<file path="config.mk">
export PLATFORM = sky130hd
export DESIGN_NAME = sdram_cycle_seq
export DESIGN_NICKNAME = d
export VERILOG_FILES = /design/src/rtl/sdseq_pkg.sv /design/src/rtl/sdseq_ctl.sv /design/src/rtl/sdseq_pins.sv /design/src/rtl/sdram_cycle_seq.sv
export SDC_FILE = /design/constraint.sdc
export NUM_CORES = 1
export LEC_CHECK = 0
export ABC_CLOCK_PERIOD_IN_PS = 2750
export CAP_MARGIN = 40
export CORE_MARGIN = 1
export CORE_UTILIZATION = 44
export DETAILED_ROUTE_END_ITERATION = 8
export PLACE_DENSITY = 0.88
export SYNTH_ARGS = -nofsm -noshare
export SYNTH_HDL_FRONTEND = slang
export SYNTH_SLANG_ARGS = --single-unit
</file>
<file path="constraint.sdc">
create_clock -name clk -period 2.75 [get_ports clk]
set_input_delay 0.275 -clock clk [delete_from_list [all_inputs] [get_ports clk]]
set_output_delay 0.275 -clock clk [all_outputs]
set_load 0.01 [all_outputs]
</file>
<file path="src/rtl/sdseq_pkg.sv">
package sdseq_pkg;

  typedef enum logic [1:0] {
    CYC_IDLE = 2'b00,
    CYC_CMD  = 2'b01,
    CYC_DATA = 2'b10,
    CYC_RFSH = 2'b11
  } cyc_e;

  typedef enum logic [1:0] {
    OP_NOP = 2'b00,
    OP_PRE = 2'b01,
    OP_REF = 2'b10,
    OP_LMR = 2'b11
  } op_e;

  // {ras_n, cas_n, we_n}
  localparam logic [2:0] K_NOP = 3'b111;
  localparam logic [2:0] K_ACT = 3'b011;
  localparam logic [2:0] K_RD  = 3'b101;
  localparam logic [2:0] K_WR  = 3'b100;
  localparam logic [2:0] K_BST = 3'b110;
  localparam logic [2:0] K_PRE = 3'b010;
  localparam logic [2:0] K_REF = 3'b001;
  localparam logic [2:0] K_LMR = 3'b000;

endpackage

</file>
<file path="src/rtl/sdseq_ctl.sv">
module sdseq_ctl
  import sdseq_pkg::*;
#(
  parameter int ADDR_W  = 25,
  parameter int BE_W    = 4,
  parameter int STEP_W  = 4,
  parameter int TRCD    = 2,
  parameter int CAS_LAT = 2,
  parameter int BURST   = 4,
  parameter int TRP     = 2,
  parameter int TRC     = 7,
  parameter int CMD_LEN = 4
) (
  input  logic              clk,
  input  logic              rst_n,
  input  logic              rfsh_req,
  input  logic              init_req,
  input  logic [1:0]        init_op,
  input  logic              cpu_sel_n,
  input  logic              cpu_wr_n,
  input  logic              cpu_term_n,
  input  logic [ADDR_W-1:0] cpu_addr,
  input  logic [BE_W-1:0]   cpu_be,
  output cyc_e              cyc,
  output logic [STEP_W-1:0] step,
  output op_e               op_q,
  output logic [ADDR_W-1:0] addr_q,
  output logic              wr_q,
  output logic [BE_W-1:0]   be_q,
  output logic              term_q,
  output logic              bst_q,
  output logic              beat_on,
  output logic              mask_on
);

  localparam logic [STEP_W-1:0] S_WR0   = STEP_W'(TRCD);
  localparam logic [STEP_W-1:0] S_RD0   = STEP_W'(TRCD + CAS_LAT);
  localparam logic [STEP_W-1:0] S_BM1   = STEP_W'(BURST - 1);
  localparam logic [STEP_W-1:0] S_DLAST = STEP_W'(TRCD + CAS_LAT + BURST - 1 + TRP);
  localparam logic [STEP_W-1:0] S_RLAST = STEP_W'(TRC);
  localparam logic [STEP_W-1:0] S_CLAST = STEP_W'(CMD_LEN - 1);

  logic [STEP_W-1:0] first_s, last_s;
  logic              beat_end;

  assign first_s  = wr_q ? S_WR0 : S_RD0;
  assign beat_on  = (cyc == CYC_DATA) && (step >= first_s) && (step <= first_s + S_BM1);
  assign beat_end = (step == first_s + S_BM1);
  assign mask_on  = (cyc == CYC_DATA) && (step >= S_WR0) && (step <= S_WR0 + S_BM1);

  always_comb begin
    case (cyc)
      CYC_DATA: last_s = S_DLAST;
      CYC_RFSH: last_s = S_RLAST;
      CYC_CMD:  last_s = S_CLAST;
      default:  last_s = '0;
    endcase
  end

  always_ff @(posedge clk) begin
    if (!rst_n) begin
      cyc    <= CYC_IDLE;
      step   <= '0;
      op_q   <= OP_NOP;
      addr_q <= '0;
      wr_q   <= 1'b0;
      be_q   <= '0;
      term_q <= 1'b0;
      bst_q  <= 1'b0;
    end else begin
      bst_q <= 1'b0;
      if (cyc == CYC_IDLE) begin
        step   <= '0;
        term_q <= 1'b0;
        if (rfsh_req) begin
          cyc <= CYC_RFSH;
        end else if (init_req) begin
          cyc  <= CYC_CMD;
          op_q <= op_e'(init_op);
        end else if (!cpu_sel_n) begin
          cyc    <= CYC_DATA;
          addr_q <= cpu_addr;
          wr_q   <= !cpu_wr_n;
          be_q   <= cpu_be;
        end
      end else if (step == last_s) begin
        cyc    <= CYC_IDLE;
        step   <= '0;
        term_q <= 1'b0;
      end else begin
        step <= step + STEP_W'(1);
        if (beat_on && !beat_end && !cpu_term_n && !term_q) begin
          term_q <= 1'b1;
          bst_q  <= 1'b1;
        end
      end
    end
  end

  // refresh wins whenever it is pending on an idle clock
  a_r2_refresh_first: assert property (@(posedge clk) disable iff (!rst_n)
    (cyc == CYC_IDLE && rfsh_req) |=> (cyc == CYC_RFSH));

  // a running cycle keeps its type until its last step
  a_r11_type_hold: assert property (@(posedge clk) disable iff (!rst_n)
    (cyc != CYC_IDLE && step != last_s) |=> (cyc == $past(cyc)));

  // step advances by one inside a cycle
  a_r11_step_inc: assert property (@(posedge clk) disable iff (!rst_n)
    (cyc != CYC_IDLE && step != last_s) |=> (step == $past(step) + STEP_W'(1)));

  // last step is followed by idle
  a_r9_back_to_idle: assert property (@(posedge clk) disable iff (!rst_n)
    (cyc != CYC_IDLE && step == last_s) |=> (cyc == CYC_IDLE && step == '0));

endmodule

</file>
<file path="src/rtl/sdseq_pins.sv">
module sdseq_pins
  import sdseq_pkg::*;
#(
  parameter int ADDR_W  = 25,
  parameter int BE_W    = 4,
  parameter int STEP_W  = 4,
  parameter int ROW_W   = 12,
  parameter int COL_W   = 8,
  parameter int BANK_W  = 2,
  parameter int TRCD    = 2,
  parameter int CAS_LAT = 2,
  parameter int AP_BIT  = 10
) (
  input  logic              clk,
  input  logic              rst_n,
  input  cyc_e              cyc,
  input  logic [STEP_W-1:0] step,
  input  op_e               op_q,
  input  logic [ADDR_W-1:0] addr_q,
  input  logic              wr_q,
  input  logic [BE_W-1:0]   be_q,
  input  logic              term_q,
  input  logic              bst_q,
  input  logic              beat_on,
  input  logic              mask_on,
  input  logic [ROW_W-1:0]  mode_val,
  output logic [(1<<(ADDR_W-$clog2(BE_W)-COL_W-ROW_W-BANK_W))-1:0] sd_cs_n,
  output logic              sd_ras_n,
  output logic              sd_cas_n,
  output logic              sd_we_n,
  output logic [BANK_W-1:0] sd_ba,
  output logic [ROW_W-1:0]  sd_a,
  output logic [BE_W-1:0]   sd_dqm,
  output logic              ack_n
);

  localparam int COL_LO  = $clog2(BE_W);
  localparam int ROW_LO  = COL_LO + COL_W;
  localparam int BANK_LO = ROW_LO + ROW_W;
  localparam int REG_LO  = BANK_LO + BANK_W;
  localparam int REG_W   = ADDR_W - REG_LO;
  localparam int NREG    = 1 << REG_W;
  localparam logic [STEP_W-1:0] S_CMD2 = STEP_W'(TRCD);

  logic [NREG-1:0]   reg_sel, sel;
  logic [2:0]        cmd;
  logic [BANK_W-1:0] bank;
  logic [ROW_W-1:0]  row, col_a;

  for (genvar r = 0; r < NREG; r++) begin : g_region
    assign reg_sel[r] = (addr_q[ADDR_W-1:REG_LO] == REG_W'(r));
  end

  assign bank = addr_q[BANK_LO +: BANK_W];
  assign row  = addr_q[ROW_LO +: ROW_W];

  always_comb begin
    col_a = '0;
    col_a[COL_W-1:0] = addr_q[COL_LO +: COL_W];
    col_a[AP_BIT] = 1'b1;
  end

  always_comb begin
    cmd  = K_NOP;
    sel  = '0;
    sd_a = '0;
    sd_ba = '0;
    case (cyc)
      CYC_RFSH: if (step == '0) begin
        cmd = K_REF;
        sel = '1;
      end
      CYC_CMD: if (step == '0) begin
        sel = '1;
        case (op_q)
          OP_PRE: begin cmd = K_PRE; sd_a[AP_BIT] = 1'b1; end
          OP_REF: cmd = K_REF;
          OP_LMR: begin cmd = K_LMR; sd_a = mode_val; end
          default: cmd = K_NOP;
        endcase
      end
      CYC_DATA: begin
        if (bst_q) begin
          cmd = K_BST;
          sel = reg_sel;
        end else if (step == '0) begin
          cmd   = K_ACT;
          sel   = reg_sel;
          sd_ba = bank;
          sd_a  = row;
        end else if (step == S_CMD2) begin
          cmd   = wr_q ? K_WR : K_RD;
          sel   = reg_sel;
          sd_ba = bank;
          sd_a  = col_a;
        end
      end
      default: ;
    endcase
  end

  assign sd_cs_n = ~sel;
  assign {sd_ras_n, sd_cas_n, sd_we_n} = (sel != '0) ? cmd : K_NOP;
  assign sd_dqm  = (mask_on && !term_q) ? ~be_q : '1;
  assign ack_n   = !(beat_on && !term_q);

  // read acknowledge opens CAS_LAT clocks after the read command
  a_r8_read_latency: assert property (@(posedge clk) disable iff (!rst_n)
    ($fell(ack_n) && !wr_q) |-> $past(sd_ras_n && !sd_cas_n && sd_we_n, CAS_LAT));

  // after a burst terminate the acknowledge stays high
  a_r10_bst_closes: assert property (@(posedge clk) disable iff (!rst_n)
    ((sd_cs_n != '1) && sd_ras_n && sd_cas_n && !sd_we_n) |=> ack_n);

  // both chip selects together never happen in a data cycle
  a_r3_dual_cs: assert property (@(posedge clk) disable iff (!rst_n)
    (sd_cs_n == '0) |-> (cyc != CYC_DATA));

  // masks open only while some lane qualifier window is running
  a_r7_mask_window: assert property (@(posedge clk) disable iff (!rst_n)
    (sd_dqm != '1) |-> (cyc == CYC_DATA));

endmodule

</file>
<file path="src/rtl/sdram_cycle_seq.sv">
module sdram_cycle_seq
  import sdseq_pkg::*;
#(
  parameter int ADDR_W  = 25,
  parameter int BE_W    = 4,
  parameter int STEP_W  = 4,
  parameter int ROW_W   = 12,
  parameter int COL_W   = 8,
  parameter int BANK_W  = 2,
  parameter int NCS     = 2,
  parameter int TRCD    = 2,
  parameter int CAS_LAT = 2,
  parameter int BURST   = 4,
  parameter int TRP     = 2,
  parameter int TRC     = 7,
  parameter int CMD_LEN = 4
) (
  input  logic              clk,
  input  logic              rst_n,
  input  logic              cpu_sel_n,
  input  logic              cpu_wr_n,
  input  logic              cpu_term_n,
  input  logic [ADDR_W-1:0] cpu_addr,
  input  logic [BE_W-1:0]   cpu_be,
  input  logic              init_req,
  input  logic [1:0]        init_op,
  input  logic [ROW_W-1:0]  mode_val,
  input  logic              rfsh_req,
  output logic [1:0]        cyc_type,
  output logic [STEP_W-1:0] cyc_step,
  output logic              sd_cke,
  output logic [NCS-1:0]    sd_cs_n,
  output logic              sd_ras_n,
  output logic              sd_cas_n,
  output logic              sd_we_n,
  output logic [BANK_W-1:0] sd_ba,
  output logic [ROW_W-1:0]  sd_a,
  output logic [BE_W-1:0]   sd_dqm,
  output logic              cpu_ack_n
);

  cyc_e              cyc;
  op_e               op_q;
  logic [ADDR_W-1:0] addr_q;
  logic              wr_q, term_q, bst_q, beat_on, mask_on;
  logic [BE_W-1:0]   be_q;

  sdseq_ctl #(
    .ADDR_W(ADDR_W), .BE_W(BE_W), .STEP_W(STEP_W), .TRCD(TRCD),
    .CAS_LAT(CAS_LAT), .BURST(BURST), .TRP(TRP), .TRC(TRC), .CMD_LEN(CMD_LEN)
  ) i_ctl (
    .clk(clk), .rst_n(rst_n), .rfsh_req(rfsh_req), .init_req(init_req),
    .init_op(init_op), .cpu_sel_n(cpu_sel_n), .cpu_wr_n(cpu_wr_n),
    .cpu_term_n(cpu_term_n), .cpu_addr(cpu_addr), .cpu_be(cpu_be),
    .cyc(cyc), .step(cyc_step), .op_q(op_q), .addr_q(addr_q), .wr_q(wr_q),
    .be_q(be_q), .term_q(term_q), .bst_q(bst_q), .beat_on(beat_on),
    .mask_on(mask_on)
  );

  sdseq_pins #(
    .ADDR_W(ADDR_W), .BE_W(BE_W), .STEP_W(STEP_W), .ROW_W(ROW_W),
    .COL_W(COL_W), .BANK_W(BANK_W), .TRCD(TRCD), .CAS_LAT(CAS_LAT), .AP_BIT(10)
  ) i_pins (
    .clk(clk), .rst_n(rst_n), .cyc(cyc), .step(cyc_step), .op_q(op_q),
    .addr_q(addr_q), .wr_q(wr_q), .be_q(be_q), .term_q(term_q), .bst_q(bst_q),
    .beat_on(beat_on), .mask_on(mask_on), .mode_val(mode_val),
    .sd_cs_n(sd_cs_n), .sd_ras_n(sd_ras_n), .sd_cas_n(sd_cas_n),
    .sd_we_n(sd_we_n), .sd_ba(sd_ba), .sd_a(sd_a), .sd_dqm(sd_dqm),
    .ack_n(cpu_ack_n)
  );

  assign cyc_type = cyc;
  assign sd_cke   = 1'b1;

endmodule

</file>
# Yosys cells after proc, flatten, opt, wreduce, memory -nomap -nowiden
# Cells that the tools add are included.
op_classes:
  addsub: 2
  order_cmp: 4
  n_eq_ne: 10
  n_mux: 35
  bitwise_logic: 7
  n_reduce_logical: 23
ops:
  columns: ["op", "n"]
  rows:
  - ["2-to-1 mux 12 bit", 3]
  - ["2-to-1 mux 2 bit", 13]
  - ["one-hot mux 12 bit (2 select lines)", 1]
  - ["2-to-1 mux 3 bit", 7]
  - ["one-hot mux 3 bit (3 select lines)", 2]
  - ["one-hot mux 4 bit (3 select lines)", 1]
  - ["2-to-1 mux 11 bit", 1]
  - ["2-to-1 mux 10 bit", 1]
  - ["logical AND 1 bit", 9]
  - ["== test 2 bit (second input constant)", 4]
  - ["== test 4 bit", 2]
  - ["logical NOT 1 bit", 5]
  - ["inverter 1 bit", 5]
  - ["adder 4 x 1 -> 4 bit (second input constant)", 1]
  - ["adder 4 x 2 -> 4 bit (second input constant)", 1]
  - ["== test 2 x 1 -> 1 bit (second input constant)", 2]
  - ["== test 4 x 2 -> 1 bit (second input constant)", 1]
  - [">= comparator 4 x 2 -> 1 bit (second input constant)", 1]
  - [">= comparator 4 bit", 1]
  - ["<= comparator 4 x 3 -> 1 bit (second input constant)", 1]
  - ["<= comparator 4 bit", 1]
  - ["logical NOT 4 bit", 1]
  - ["2-to-1 mux 4 bit", 1]
  - ["inequality test 4 bit (second input constant)", 1]
  - ["12 further kinds", 15]
totals:
  reg_bits: 40
  input_bits: 50
  elab_cells: 89

# Longest topological paths before layout
# Gate-level depths: netlist of the first run.
logic_depth:
  depth_word: 8
  mapped_depth: 8
  mapped_depth_nobuf: 6

# Cells and area by module
# Synthesis of the first run repeated with hierarchy kept, for this count alone.
unflattened:
  hier_cells: 279
  hier_area_um2: 2290.9
modules_own_cells:
  columns: ["mod", "instances", "cells_each", "area_per_inst_um2"]
  rows:
  - ["sdseq_ctl", 1, 200, 1727.9]
  - ["sdseq_pins", 1, 77, 551.8]
  - ["sdram_cycle_seq", 1, 2, 11.3]

# Worst setup path after synthesis of the first run
# OpenSTA, ideal clock, no wires.
synth_timing:
  path_kind: "reg-to-output"
  from: "register i_ctl.step[0]"
  to: "output port sd_we_n"
  arrival_time_ns: 1.923
  path_slack_ns: 0.552
  path_stages_with_launch: 7
  path_cell_list: "dfxtp_1 inv_1 ha_1 nor4b_4 a21oi_2 a2111oi_2 nand2_1"
synth_via:
  elab_chain_len: 7
synth_lines:
  columns: ["element", "line", "source"]
  rows:
  - ["start: declaration", "sdseq_ctl.sv:25", "output logic [STEP_W-1:0] step,"]
  - ["start signal: assignment", "sdseq_ctl.sv:91", "step <= step + STEP_W'(1);"]
  - ["== test 4 x 2 -> 1 bit", "sdseq_pins.sv:91", "end else if (step == S_CMD2) begin"]
  - ["2-to-1 mux 2 bit", "sdseq_pins.sv:91", null]
  - ["2-to-1 mux 2 bit", "sdseq_pins.sv:86", "end else if (step == '0) begin"]
  - ["2-to-1 mux 2 bit", "sdseq_pins.sv:83", "if (bst_q) begin"]
  - ["one-hot mux 2 bit (2 select lines)", "sdseq_pins.sv:68", "case (cyc)"]
  - ["nonzero test 2 bit", "sdseq_pins.sv:103", "assign {sd_ras_n, sd_cas_n, sd_we_n} = (sel != '0) ? cmd : K_NOP;"]
  - ["2-to-1 mux 3 bit (*)", "sdseq_pins.sv:103", null]
  - ["end: declaration", "sdram_cycle_seq.sv:35", "output logic sd_we_n,"]
# Every way passes the cells marked *; elsewhere a longest branch is shown, timed or not.

# Worst setup path in the final report of the first run
layout_timing:
  from: "register i_ctl.step[1]"
  to: "output port sd_cas_n"
layout_via:
  elab_chain_len: 7
layout_lines:
  columns: ["element", "line", "source"]
  rows:
  - ["== test 4 x 2 -> 1 bit", "sdseq_pins.sv:91", null]
  - ["2-to-1 mux 2 bit", "sdseq_pins.sv:91", null]
  - ["2-to-1 mux 2 bit", "sdseq_pins.sv:86", null]
  - ["2-to-1 mux 2 bit", "sdseq_pins.sv:83", null]
  - ["one-hot mux 2 bit (2 select lines)", "sdseq_pins.sv:68", null]
  - ["nonzero test 2 bit", "sdseq_pins.sv:103", null]
  - ["2-to-1 mux 3 bit (*)", "sdseq_pins.sv:103", null]
  - ["end: declaration", "sdram_cycle_seq.sv:34", "output logic sd_cas_n,"]
# Marks and branches as above.

==> out/summary.txt, run 1 <==
DRT Pass-1 Iters: 4
Met1 wire length: 2.45 mm
Total power: 1.55 mW
IO Count: 81
Post-detail-place hpwl: 3.94 mm
Final Cell Area: 3190 µm²
Fill count: 416
MaxCap Viol Count: 0
Setup_tns: 0 ns
First-pass GRT wire length: 8.78 mm
Worst setup SP type: register
Worst Setup SP: i_ctl.step[1]$_SDFF_PP0_
EDFF count, synth: 0
VDD IR-drop max: 0.000352 V
Crit share post-route: 97.0%
Final worst path period need: 2.67 ns
Core Rows: 25
Seq/Total Area, Yosys: 35.2%
Pre-CTS WS: 0.0925 ns
Sw Ratio: 32.8%
Crit path arrival time: 2.39 ns
Remaining DRCs: 0
Comb pwr share: 37.0%
Clock transition at path regs: 0.07 ns
Setup violations, final: 0
Layout Nets: 419
Clk buf depth: 2
Switching pwr: 0.508 mW
Synth Register Bits: 38
Routed wl met2: 2.62 mm
CP Max Fanout: 7
Worst setup path category: reg2out
Initial antenna violation count: 0
Max-slew headroom: 65.7%
Largest net degree at the start of global routing: 28
GR Overflow Total: 0
Die area: 5200 µm²
H-tree Lvls: 2
Critical R2R Launch: i_ctl.cyc[1]$_SDFFE_PN0P_
Slack of the critical path: 0.0821 ns
Post-Synthesis Net Count: 338
Total CTS buffers: 5
Layout cells sized above 1: 9.80%
R2R setup slack: 0.80 ns
Initial Utilization: 45.8%
Power per cell area: 484 nW/µm²
WHS: 0.454 ns
GP Congestion: 0.879
Die W: 72.1 µm
Unique cell type count in the Yosys netlist: 43
# diodes: 0
Ranking of synthesized cells by area: dfxtp_1, nand2_1, a21boi_0
Fraction of registers with async set/reset: 0%
Drt via density: 5.06
Post-Syn Instances: 276
Total Wirelength: 5.53 mm
Synthesized area per cell: 7.83 µm²
Actual slew at the worst max-slew pin: 0.514 ns
PortBufs: 77
Post-route ant nets: 0
Hold buffers post-CTS: 0
Routed via count: 2,144
Max-slew violations: 0
P_int: 1.04 mW
Top layer in use: met4
Placed Area: 3020 µm²
Hold crit path type: reg2reg
Largest area contributor in the netlist: dfxtp_1
Worst Setup End Kind: output pin
Synthesized area: 2160 µm²
CTS tree: done
Worst Min Path Start: i_ctl.addr_q[11]$_SDFFE_PN0P_
Req. time, crit path: 2.48 ns
Total track usage: 21.8%
Flop pwr share: 39.6%
Leakage Power: 1.14 nW
Most used DFF post-synth: dfxtp_1
Clock Skew: 0.00247 ns
Clock root buffer: clkbuf_8
Maximum clock rate: 0.375 GHz
Area grow syn2layout: 47.6%
DIE HEIGHT: 72.1 µm
Ys Warns: 0
Core region area: 4720 µm²
Final Hold Viols: 0
Outcome: finished, final reports clean
Routed wire length per instance: 13.1 µm
Clock network power share: 23.4%
DRT iter0 DRCs: 127
Clock sink total: 38
Vias in the first global route: 1,954
Worst-Skew Late Latency: 0.29 ns
Yosys top cell area share: 35.2%
Met3 Routed Length: 404 µm
[synthesized netlist by cell type (all sizes together), types with 3 or more instances]
master / instances
inv: 12
and3: 3
a21oi: 5
nand3: 3
a31oi: 4
nor2b: 3
ha: 12
buf: 12
nand2: 74
clkbuf: 4
nand2b: 5
o21ai: 15
xnor2: 4
a22oi: 12
a21boi: 29
nor2: 15
dfxtp: 38
[kinds of logic (layout without fill, tap and decap cells)]
logic type	count (synthesis)	after routing	synth area share (%)
AO/OA/AOI/OAI	75	75	24.6
XOR/XNOR	5	5	2.03
adder cells (fa/ha/maj)	12	12	6.94
buffers and inverters	28	109	6.19
flip-flops	38	38	35.2
multiplexers	2	2	0.926
other	1	1	0.173
AND/OR/NAND/NOR	115	115	24.0
[registers in the layout (all words and copies together), names as in the netlist]
register,flops
i_ctl.op_q,2
i_ctl.step,4
i_ctl.addr_q,23
i_ctl.term_q,1
i_ctl.wr_q,1
i_ctl.cyc,2
i_ctl.bst_q,1
i_ctl.be_q,4
[layout by cell type, fill, tap and decap left out, drive strengths merged, types with 3 or more instances in the layout]
cell type / instances
a22oi: 12
nor2b: 3
buf: 13
nor2: 15
nand2b: 5
a21boi: 29
a21oi: 5
xnor2: 4
o21ai: 15
and3: 3
inv: 12
clkdlybuf4s50: 76
a31oi: 4
nand2: 74
nand3: 3
dfxtp: 38
clkbuf: 5
ha: 12
[metrics by stage]
step	util, %	cells
final	67.5	424
after detailed placement	63.8	415
after global placement	63.8	415
after global routing	67.5	424
after CTS	66.3	423
after floorplan	-	276
[metal layers]
layer,up-vias,global-route usage [%]
li1,1093,-
met1,973,27.6
met2,72,35.2
met3,6,6.81
met4,0,7.41
met5,-,0
[power groups by stage]
stage          sequential, mW  combinational [mW]  clock [mW]
2_1_floorplan           0.626               0.287           0
3_3_place_gp            0.618               0.500           0
3_5_place_dp            0.620               0.512           0
4_1_cts                 0.608               0.536       0.372
5_1_grt                 0.617               0.619       0.399
6_report                0.612               0.573       0.361
[final timing paths]
kind | endpoint | depth (start not counted)
min reg2reg | i_ctl.addr_q[11]$_SDFFE_PN0P_ | 2
max | sd_cas_n | 8
min | i_ctl.addr_q[11]$_SDFFE_PN0P_ | 2
max reg2reg | i_ctl.addr_q[16]$_SDFFE_PN0P_ | 7
[timing repair]
item,in CTS,in global routing
pin swaps,1,1
endpoints found under the setup margin,21,21
buffers inserted,1,1
gates resized for setup,6,10
[worst max-delay path: stages, from the launching register on]
cell	delay, ns
dfxtp_1	0.34
buf_4	0.16
ha_1	0.21
nor4b_4	0.31
buf_4	0.17
nand2_1	0.07
a221oi_1	0.29
nand2b_1	0.08
clkdlybuf4s50_1	0.48
[cell type report]
type / count / area (µm²) / share of cell area [%]
Clock buffer: 5 / 68.8 / 2.16
Clock inverter: 2 / 10.0 / 0.314
Multi-Input combinational cell: 210 / 1350 / 42.2
Sequential cell: 38 / 762 / 23.9
Tap cell: 67 / 83.8 / 2.63
Timing Repair Buffer: 90 / 875 / 27.4
Inverter: 12 / 45.0 / 1.41
(Power assumes the default switching activity.)
==> run 2, diff against run 1 <==
CORE_UTILIZATION = 63   (was 44)
DONT_BUFFER_PORTS = 1   (was not set)
PLACE_DENSITY = 0.91   (was 0.88)
==> run 2 against run 1 <==
  * First-iteration DRC count is 7.9% higher
  * Hold slack worse by 0.41 ns
  * Clock power rose by 39%
  * Register-to-register slack got worse by 0.09 ns
  * Maximum frequency increased by 1.3%
  * Die area down 29%
  * Cell count fell by 25%
  * Critical path type unchanged
  * Critical endpoint is now sd_a[6]
==> out/summary.txt, run 2 (synthesis gave the netlist of run 1 again) <==
MaxCap Viol Count: 0
Die area: 3670 µm²
Crit share post-route: 95.8%
Final worst path period need: 2.63 ns
IO Count: 81
Total power: 1.50 mW
Largest net degree at the start of global routing: 33
Outcome: finished, final reports clean
Clock transition at path regs: 0.12 ns
Worst setup SP type: register
Initial Utilization: 68.6%
Max-slew violations: 0
Worst Min Path Start: rst_n
Drt via density: 5.99
Setup violations, final: 0
DIE HEIGHT: 60.6 µm
Maximum clock rate: 0.380 GHz
Hold crit path type: in2reg
Routed wire length per instance: 15.2 µm
DRT iter0 DRCs: 137
Layout Nets: 335
Clk buf depth: 2
Crit path buffers/inverters: 1
PortBufs: 0
Critical R2R Launch: i_ctl.cyc[0]$_SDFFE_PN0P_
Total Wirelength: 4.83 mm
Layout cells sized above 1: 9.12%
Biggest regs: i_ctl.addr_q: 23 flops, i_ctl.be_q: 4 flops, i_ctl.step: 4 flops
VDD IR-drop max: 0.000366 V
Most frequent cells in the layout: nand2_1, dfxtp_1, a21boi_0
FF-to-FF path depth: 7
Core region area: 3150 µm²
GP Congestion: 0.803
Worst setup path category: reg2out
Req. time, crit path: 2.48 ns
Worst R2R End: i_ctl.addr_q[18]$_SDFFE_PN0P_
CP Max Fanout: 11
Post-route ant nets: 0
Vias in the first global route: 1,763
Slowest Stage Delay on Critical Path: 0.42 ns
Total CTS buffers: 5
H-tree Lvls: 2
Hold depth: 1
Crit path arrival time: 2.36 ns
Max reg flops: 23
Worst Setup SP: i_ctl.cyc[0]$_SDFFE_PN0P_
Power per cell area: 646 nW/µm²
R2R setup slack: 0.71 ns
Remaining DRCs: 0
Actual slew at the worst max-slew pin: 0.711 ns
Clock root buffer: clkbuf_4
Finished Core Util: 73.8%
Highest-delay cell along the critical path: dfxtp_1
CP cell instances: inv_1, ha_1, nor2b_1, nand2_1, o21ai_0
Reg with most FFs: i_ctl.addr_q
# diodes: 0
DRT Pass-1 Iters: 5
First-pass GRT wire length: 7.42 mm
Commonest non-fill, non-tap cell in the layout: nand2_1
End of the worst hold path: i_ctl.wr_q$_SDFFE_PN0P_
Worst-Skew Late Latency: 0.35 ns
Max-slew headroom: 52.6%
Post-detail-place hpwl: 3.38 mm
Clock Skew: 0.00970 ns
Leakage Power: 0.825 nW
Die W: 60.6 µm
Worst Setup End Kind: output pin
Initial antenna violation count: 0
Area grow syn2layout: 7.58%
Routed via count: 1,906
CTS tree: done
Total track usage: 27.7%
Final Hold Viols: 0
Clock sink total: 38
GR Overflow Total: 0
Core Rows: 20
Crit-path leading delay family: simple AND/OR/NAND/NOR gates
[run 2: cell types whose count changed in the layout (fill, tap and decap cells not counted), moves of 2 or more]
cell / change
clkdlybuf4s50_1: -76
buf_4: -7
clkbuf_4: +5
clkbuf_8: -4
ha_1: +3
ha_4: -3
bufinv_16: +2
clkinv_2: -2
[run 2: worst max-delay path by stage]
stage | cells past startpoint | slack, ns | end
3_5_place_dp | 7 | 0.45 | sd_we_n
5_1_grt | 5 | -0.008 | sd_a[3]
2_1_floorplan | 6 | 0.55 | sd_we_n
4_1_cts | 7 | 0.04 | sd_we_n
3_3_place_gp | 7 | 0.48 | sd_we_n
6_report | 5 | 0.12 | sd_a[6]
[run 2: stage by stage]
step / setup slack [ns] / setup TNS [ns] / std cells / hold slack [ns] / instance area [µm²]
after global routing: -0.00757 / -0.00757 / 318 / 0.0217 / 2330
after global placement: 0.482 / 0 / 309 / 0.409 / 2170
after floorplan: 0.552 / 0 / 276 / 0.410 / 2160
after detailed placement: 0.449 / 0 / 310 / 0.417 / 2200
after CTS: 0.0439 / 0 / 318 / 0.0349 / 2310
final: 0.116 / 0 / 318 / 0.0387 / 2330
[run 2: layout make-up]
type / count / area (µm²)
clock inverter: 2 / 60.1
multi-input combinational: 210 / 1280
timing repair buffer: 6 / 65.1
clock buffer: 6 / 51.3
inverter: 12 / 45.0
sequential: 38 / 764
fill: 260 / 827
tap: 44 / 55.1
[run 2: repair_timing]
action,CTS,global route
endpoints found under the setup margin,0,16
gates resized for setup,0,6
setup buffers,0,0
hold buffers,0,0
[run 2: report_power, final]
group	internal [mW]	total [mW]	switching (mW)
Sequential	0.581	0.615	0.0331
Combinational	0.147	0.387	0.240
Clock	0.308	0.501	0.193
[run 2: layer usage]
| layer | vias up | global-route usage (%) | share of wire, % |
|---|---|---|---|
| li1 | 930 | - | - |
| met1 | 862 | 31.4 | 40 |
| met2 | 100 | 45.1 | 49 |
| met3 | 14 | 10.9 | 8.6 |
| met4 | 0 | 14.6 | 2.5 |
| met5 | - | 0 | 0 |
